===== src/rtl/sct_pkg.sv =====
package sct_pkg;
    localparam int unsigned NTMR       = 2;
    localparam int unsigned TMR_BASE   = 4;
    localparam int unsigned TMR_STRIDE = 4;
    localparam int unsigned OFS_CTL    = 0;
    localparam int unsigned OFS_CMP    = 1;
    localparam int unsigned OFS_CNT    = 2;
    localparam int unsigned BIT_EN     = 0;
    localparam int unsigned BIT_AR     = 1;

    typedef enum logic {
        TM_STOP = 1'b0,
        TM_RUN  = 1'b1
    } tm_state_e;

    typedef enum logic [4:0] {
        RG_STRAP   = 5'd0,
        RG_RECONF  = 5'd16,
        RG_RESET   = 5'd17,
        RG_SCRATCH = 5'd20,
        RG_SYSID   = 5'd24,
        RG_CLKHZ   = 5'd25,
        RG_CAPS    = 5'd26
    } misc_reg_e;
endpackage


===== src/rtl/sct_decode.sv =====
module sct_decode
    import sct_pkg::*;
#(
    parameter int unsigned AW  = 5,
    parameter int unsigned BEW = 4
) (
    input  logic            sel,
    input  logic            we,
    input  logic [BEW-1:0]  be,
    input  logic [AW-1:0]   addr,
    output logic [NTMR-1:0] ctl_we,
    output logic [NTMR-1:0] cmp_we,
    output logic [NTMR-1:0] cnt_we,
    output logic            scr_we,
    output logic            rst_hit,
    output logic            cfg_we,
    output logic            illegal
);
    logic mapped, rdonly, wr_ok, tmr_hit;

    always_comb begin
        tmr_hit = 1'b0;
        mapped  = 1'b1;
        rdonly  = 1'b0;
        scr_we  = 1'b0;
        rst_hit = 1'b0;
        cfg_we  = 1'b0;
        ctl_we  = '0;
        cmp_we  = '0;
        cnt_we  = '0;
        wr_ok   = sel && we && (be == {BEW{1'b1}});
        for (int t = 0; t < NTMR; t++) begin
            if (addr == AW'(TMR_BASE + TMR_STRIDE*t + OFS_CTL)) begin
                tmr_hit = 1'b1; ctl_we[t] = wr_ok;
            end
            if (addr == AW'(TMR_BASE + TMR_STRIDE*t + OFS_CMP)) begin
                tmr_hit = 1'b1; cmp_we[t] = wr_ok;
            end
            if (addr == AW'(TMR_BASE + TMR_STRIDE*t + OFS_CNT)) begin
                tmr_hit = 1'b1; cnt_we[t] = wr_ok;
            end
        end
        case (addr)
            RG_STRAP, RG_SYSID, RG_CLKHZ, RG_CAPS: rdonly = 1'b1;
            RG_RECONF:  cfg_we  = wr_ok;
            RG_RESET:   rst_hit = wr_ok;
            RG_SCRATCH: scr_we  = wr_ok;
            default:    mapped  = tmr_hit;
        endcase
        illegal = sel && ((be != {BEW{1'b1}}) || !mapped || (we && rdonly));
    end
endmodule


===== src/rtl/sct_timer.sv =====
module sct_timer
    import sct_pkg::*;
#(
    parameter int unsigned DW = 32
) (
    input  logic          clk,
    input  logic          rst_n,
    input  logic          ctl_we,
    input  logic          cmp_we,
    input  logic          cnt_we,
    input  logic [DW-1:0] wdata,
    output logic [DW-1:0] cnt,
    output logic [DW-1:0] cmp,
    output logic          run,
    output logic          auto,
    output logic          irq
);
    tm_state_e     state_q, state_d;
    logic          ar_q, irq_q, match;
    logic [DW-1:0] cnt_q, cmp_q, cnt_d;

    assign match = (state_q == TM_RUN) && (cnt_q == cmp_q);

    always_comb begin
        state_d = state_q;
        unique case (state_q)
            TM_STOP: if (ctl_we && wdata[BIT_EN]) state_d = TM_RUN;      // START
            TM_RUN: begin
                if (ctl_we)               state_d = wdata[BIT_EN] ? TM_RUN : TM_STOP; // HALT
                else if (match && !ar_q)  state_d = TM_STOP;             // EXPIRE
            end
        endcase
        if (cnt_we)                  cnt_d = wdata;
        else if (match)              cnt_d = ar_q ? '0 : cnt_q;         // WRAP or hold
        else if (state_q == TM_RUN)  cnt_d = cnt_q + 1'b1;
        else                         cnt_d = cnt_q;
    end

    always_ff @(posedge clk) begin
        if (!rst_n) begin
            state_q <= TM_STOP;
            ar_q    <= 1'b0;
            cnt_q   <= '0;
            cmp_q   <= '0;
            irq_q   <= 1'b0;
        end else begin
            state_q <= state_d;
            cnt_q   <= cnt_d;
            irq_q   <= match;
            if (ctl_we) ar_q  <= wdata[BIT_AR];
            if (cmp_we) cmp_q <= wdata;
        end
    end

    always_comb begin
        cnt  = cnt_q;
        cmp  = cmp_q;
        run  = (state_q == TM_RUN);
        auto = ar_q;
        irq  = irq_q;
    end
endmodule


===== src/rtl/sct_sysctrl.sv =====
module sct_sysctrl
    import sct_pkg::*;
#(
    parameter int unsigned DW           = 32,
    parameter int unsigned AW           = 5,
    parameter logic [31:0] SYSID        = 32'h10014D31,
    parameter logic [31:0] CLK_HZ       = 32'd50000000,
    parameter logic [31:0] CAPS         = 32'h0,
    parameter logic [31:0] STRAP        = 32'h1,
    parameter logic [15:0] SHUTDOWN_CMD = 16'h000E
) (
    input  logic            clk,
    input  logic            rst_n,
    input  logic            bus_sel,
    input  logic            bus_we,
    input  logic [DW/8-1:0] bus_be,
    input  logic [AW-1:0]   bus_addr,
    input  logic [DW-1:0]   bus_wdata,
    output logic [DW-1:0]   bus_rdata,
    output logic [NTMR-1:0] tmr_irq,
    output logic            sys_reset_pulse,
    output logic            shutdown_pulse,
    output logic            access_err
);
    localparam int unsigned BEW = DW / 8;

    logic [NTMR-1:0][DW-1:0] t_cnt, t_cmp;
    logic [NTMR-1:0]         t_run, t_auto, ctl_we, cmp_we, cnt_we;
    logic                    scr_we, rst_hit, cfg_we, illegal;
    logic [DW-1:0]           scratch_q;
    logic                    rst_q, shd_q, err_q;

    sct_decode #(.AW(AW), .BEW(BEW)) u_dec (
        .sel(bus_sel), .we(bus_we), .be(bus_be), .addr(bus_addr),
        .ctl_we(ctl_we), .cmp_we(cmp_we), .cnt_we(cnt_we),
        .scr_we(scr_we), .rst_hit(rst_hit), .cfg_we(cfg_we), .illegal(illegal)
    );

    for (genvar g = 0; g < NTMR; g++) begin : g_tmr
        sct_timer #(.DW(DW)) u_tmr (
            .clk(clk), .rst_n(rst_n),
            .ctl_we(ctl_we[g]), .cmp_we(cmp_we[g]), .cnt_we(cnt_we[g]),
            .wdata(bus_wdata),
            .cnt(t_cnt[g]), .cmp(t_cmp[g]), .run(t_run[g]), .auto(t_auto[g]),
            .irq(tmr_irq[g])
        );
    end

    always_ff @(posedge clk) begin
        if (!rst_n) begin
            scratch_q <= '0;
            rst_q     <= 1'b0;
            shd_q     <= 1'b0;
            err_q     <= 1'b0;
        end else begin
            if (scr_we) scratch_q <= bus_wdata;
            rst_q <= rst_hit;
            shd_q <= cfg_we && (bus_wdata[15:0] == SHUTDOWN_CMD);
            err_q <= illegal;
        end
    end

    always_comb begin
        logic tmr_sel;
        tmr_sel   = 1'b0;
        bus_rdata = '0;
        for (int t = 0; t < NTMR; t++) begin
            if (bus_addr == AW'(TMR_BASE + TMR_STRIDE*t + OFS_CTL)) begin
                tmr_sel = 1'b1; bus_rdata = DW'({t_auto[t], t_run[t]});
            end
            if (bus_addr == AW'(TMR_BASE + TMR_STRIDE*t + OFS_CMP)) begin
                tmr_sel = 1'b1; bus_rdata = t_cmp[t];
            end
            if (bus_addr == AW'(TMR_BASE + TMR_STRIDE*t + OFS_CNT)) begin
                tmr_sel = 1'b1; bus_rdata = t_cnt[t];
            end
        end
        if (!tmr_sel) begin
            case (bus_addr)
                RG_STRAP:   bus_rdata = DW'(STRAP);
                RG_RECONF:  bus_rdata = DW'(1);
                RG_SCRATCH: bus_rdata = scratch_q;
                RG_SYSID:   bus_rdata = DW'(SYSID);
                RG_CLKHZ:   bus_rdata = DW'(CLK_HZ);
                RG_CAPS:    bus_rdata = DW'(CAPS);
                default:    bus_rdata = '0;
            endcase
        end
    end

    always_comb begin
        sys_reset_pulse = rst_q;
        shutdown_pulse  = shd_q;
        access_err      = err_q;
    end
endmodule


===== config.mk =====
export PLATFORM = sky130hd
export DESIGN_NAME = sct_sysctrl
export DESIGN_NICKNAME = d
export VERILOG_FILES = /design/src/rtl/sct_pkg.sv /design/src/rtl/sct_decode.sv /design/src/rtl/sct_timer.sv /design/src/rtl/sct_sysctrl.sv
export SDC_FILE = /design/constraint.sdc
export NUM_CORES = 1
export LEC_CHECK = 0
export BUFFER_PORTS_ARGS = -buffer_cell sky130_fd_sc_hd__buf_2
export CORE_MARGIN = 8
export CORE_UTILIZATION = 37
export CTS_CLUSTER_SIZE = 8
export DETAILED_ROUTE_END_ITERATION = 7
export SLEW_MARGIN = 25
export SYNTH_ARGS = -nofsm -noshare
export SYNTH_HDL_FRONTEND = slang
export SYNTH_HIERARCHICAL = 1
export SYNTH_SLANG_ARGS = --single-unit

===== constraint.sdc =====
create_clock -name clk -period 3.5 [get_ports clk]
set_input_delay 0.7 -clock clk [delete_from_list [all_inputs] [get_ports clk]]
set_output_delay 0.7 -clock clk [all_outputs]
set_load 0.005 [all_outputs]

==> results by stage <==
Clocking:
- CTS built an H-tree with a depth of 4.
- Post-CTS timing repair inserted 0 buffers for setup.
- Once the clock tree was built, the resizer swapped 0 gates to a different size.
- The clock tree from TritonCTS is done.
- The total clock sinks is 169.
- Clock tree synthesis inserted a total of 17 buffers.
- After clock tree synthesis, the clock-pin slew on the worst setup and hold paths is 70 ps.
- The number of buffers added to fix hold violations after cts is 0.
- The deepest clock path buffer count is 2.
- The root buffer selected by CTS is clkbuf_16.
- The later-pin clock latency in the skew report is between 400 and 500 ps.

Placement:
- The number of cells after detailed placement is around 1700.
- Detailed placement finished with a half-perimeter wire length of 30100 um.
- The placer's final routability congestion estimate is about 0.94.
- The count of buffers inserted at the top-level ports is 81.

Logic synthesis:
- Summing the sequential cell areas from Yosys gives between 30 and 40% of the chip area.
- The number of flops mapped to enable cells by yosys is 0.
- In the synthesized netlist the dominant register cell turns out to be dfxtp_1.
- The Yosys step of the flow raised 6 warnings.
- For this run, asynchronously set or reset flops after synthesis account for 0%.
- Counting flops and latches in the post-synthesis netlist gives approximately 170.
- In this run, distinct cell masters in the synthesized netlist total 83.
- The post-synth net total is 1387.
- The cell area that synthesis handed to floorplanning was roughly 0.011 mm^2.
- The post-synthesis cell count is approximately 1300.
- A synthesized cell averages between 8 and 9 um^2.

Global routing:
- Entering global routing, the biggest net connects 121 pins.
- The first global-routing pass estimated ~63000 um of wire.
- The global routing usage summed across all routing layers is 22.6%.
- The total congestion overflow after global routing is 0.
- The via count of the first global-routing pass is approximately 10000.
- The initial antenna violation count was 0.

Routing:
- The wire length reported by the detailed router is 41400 um.
- Using the TritonRoute via totals, the vias-per-cell ratio works out to about 6.
- The final route contains 10800 vias.
- The final antenna-violating net count is 0.
- The remaining routing DRC violations is 0.
- Dividing the detail-routed wire length by the instance count gives around 23 um.
- The detailed router finished its first iteration with about 1300 violations.
- The first TritonRoute pass finished after 5 iterations.

Die:
- The floorplan die height is 189 um.
- The floorplan step defined a core boundary enclosing 0.0295 mm^2.
- The floorplan step defined a die boundary enclosing roughly 0.036 mm^2.
- For this design the top-level I/O count stands at 82.
- From left edge to right edge, the die measures 189 um.
- After floorplanning, the core was divided into 63 placement rows.
- The effective utilization at floorplan is 37.4%.

Timing:
- The highest clock rate is approximately 320 MHz.
- At the pin with the least slew margin, the transition time is 889 ps.
- The final worst-path cycle share is about nine tenths.
- The routed design could run at a clock period as short as approximately 3200 ps.
- Setup violations remaining at the end of the flow were counted as 0.
- The headroom to the max-slew limit is 40.5%.
- The final worst clock skew is between 15 and 20 ps.
- Setup repair after global routing left no endpoint under its margin.
- The total negative setup slack is 0 ps.
- The number of pins exceeding their max-slew limit in the final report is 0.
- The number of hold violations in the final report is 0.

Critical path:
- The terminus of the critical flop-to-flop path is g_tmr[1].u_tmr/cnt[26]$_SDFFE_PN0P_.
- In this run the critical register-to-register path is launched from g_tmr[1].u_tmr/cnt[19]$_SDFFE_PN0P_.
- The logic depth of the worst register-to-register path is 7.
- The endpoint kind of the worst setup timing path is an output pin.
- The critical path arrival is about 2500 ps.
- The minimum setup slack among reg-to-reg paths is just over 700 ps.
- The type of the worst setup path is in -> out.
- The biggest fanout along the worst timing path is 21.
- Data on the critical path is required at its endpoint by between 2000 and 3000 ps.
- The worst setup path is launched from a primary input.

Power:
- The worst-case IR drop observed on VDD is ~0.37 mV.
- Power spread over the standard cell area amounts to roughly 350 mW/mm^2.
- The leakage power summed over all cells is ~4.3 nW.

Layout:
- The share of cells above drive strength 1 is 14.3%.
- The signed area change from the synthesized netlist to the final layout is 13.6%.
- The repair_antennas step left the layout with diodes totalling 0.
- The layout has ~3000 filler cells.
- The number of nets in the final layout is ~1400.
- Excluding fillers, the count of instances in the completed layout stands at roughly 1800.

Hold path:
- The endpoint with the worst hold slack is scratch_q[0]$_SDFFE_PN0P_.
- The type of the most critical hold path is reg -> reg.
- Along the worst hold path, the cell count comes to 2.
- In this run the most critical hold path is launched from scratch_q[0]$_SDFFE_PN0P_.

Run status:
- The flow ran to the end, and the final reports show no timing, DRC or antenna violations.

Flow run:
- The number of max-capacitance violations reported is 0.
## cell usage after synthesis (3+ instances only)
cell type	count	area [um^2]
o21a_1	4	30.0
buf_4	3	22.5
dfxtp_1	169	3380
o211ai_1	18	135
o22ai_1	22	138
nand4_1	21	131
nor2b_1	143	895
buf_2	30	150
a32o_1	6	60.1
nor2_1	34	128
nand2b_1	23	144
or4_1	9	67.6
o21ai_1	13	65.1
or3_1	6	37.5
and4_1	9	78.8
xnor2_1	48	420
and2_1	5	31.3
o311ai_0	4	35.0
and3_1	10	62.6
o41ai_1	5	43.8
nor3_1	13	65.1
nand3_1	56	280
inv_1	16	60.1
or2_2	7	43.8
nor3b_1	3	22.5
nand3b_1	25	188
nor4b_1	6	52.6
a21oi_1	76	380
nand2_1	105	394
xor2_1	22	193
o31ai_1	19	143
clkbuf_1	65	244
o211a_1	5	50.1
mux2i_1	104	1040
a22oi_1	30	225
buf_1	9	33.8
nor4_1	18	113
o311ai_1	5	43.8
a31oi_1	10	62.6
and4b_1	4	40.0
buf_6	4	45.0
a221oi_1	32	280
a211o_1	3	26.3
o21ai_0	68	340
## layout by cell type (no fill, tap or decap), types with 35 or more instances in the layout
master,count
dfxtp_1,169
nor2b_1,143
nand2_1,105
mux2i_1,104
buf_2,80
a21oi_1,76
o21ai_0,68
nand3_1,56
xnor2_1,48
buf_4,35
## kinds of logic after synthesis
group	share of synthesized area, %
XOR/XNOR	5.71
multiplexers	9.54
AND/OR/NAND/NOR	28.0
buffers and inverters	5.04
AO/OA/AOI/OAI	20.8
flip-flops	30.7
adder cells (fa/ha/maj)	0.227
## sequential cells by signal (all words and copies together) (netlist names)
register,count
access_err,1
g_tmr.u_tmr/auto,2
g_tmr.u_tmr/cmp,64
g_tmr.u_tmr/cnt,64
g_tmr.u_tmr/irq,2
g_tmr.u_tmr/run,2
scratch_q,32
shutdown_pulse,1
sys_reset_pulse,1
## worst max-delay path, stage by stage
cell,delay (ps)
buf_2,210
or3b_1,670
a21oi_1,240
a221oi_1,70
o22ai_1,370
buf_2,200
## routing by layer
layer	GRT usage, %	routed length, um
met5	0	0
met4	7.88	1230
met3	3.40	2780
met2	35.3	18600
met1	31.2	18700
## cell type report
cell class / count / area [um^2] / share of cell area [%]
Tap cell: 390 / 488 / 3.89
Clock buffer: 19 / 443 / 3.54
Clock inverter: 13 / 168 / 1.34
Timing Repair Buffer: 124 / 843 / 6.73
Sequential cell: 169 / 3380 / 27.0
Multi-Input combinational cell: 1044 / 7140 / 57.0
Inverter: 16 / 60.1 / 0.479
## report_power, final
| part | total (mW) | leakage (nW) | switching [mW] | internal [mW] |
|---|---|---|---|---|
| logic | 0.422 | 2.62 | 0.269 | 0.153 |
| registers | 1.96 | 1.36 | 0.0289 | 1.93 |
| clock network | 2.02 | 0.294 | 0.865 | 1.15 |
| total | 4.40 | 4.28 | 1.16 | 3.24 |
## how the worst max path moves through the flow
stage / to / cells after the start / start
after floorplan: g_tmr[1].u_tmr/cnt[7]$_SDFFE_PN0P_ / 9 / bus_addr[2]
after global placement: bus_rdata[13] / 7 / bus_addr[2]
after detailed placement: bus_rdata[13] / 7 / bus_addr[2]
after CTS: bus_rdata[13] / 7 / bus_addr[2]
after global routing: bus_rdata[13] / 7 / bus_addr[2]
final: bus_rdata[13] / 6 / bus_addr[0]
## per-stage QoR
step / hold WS (ps) / utilization [%] / power [mW] / cell area, um^2 / worst slack (ps)
CTS: 521 / 42.5 / 4.41 / 12500 / 375
global route: 542 / 42.5 / 4.53 / 12500 / 299
detailed placement: 503 / 40.4 / 2.42 / 11900 / 375
floorplan: 483 / - / 2.22 / 11000 / 818
global placement: 495 / 40.4 / 2.41 / 11900 / 382
finish: 520 / 42.5 / 4.40 / 12500 / 329
(Power assumes the default switching activity.)
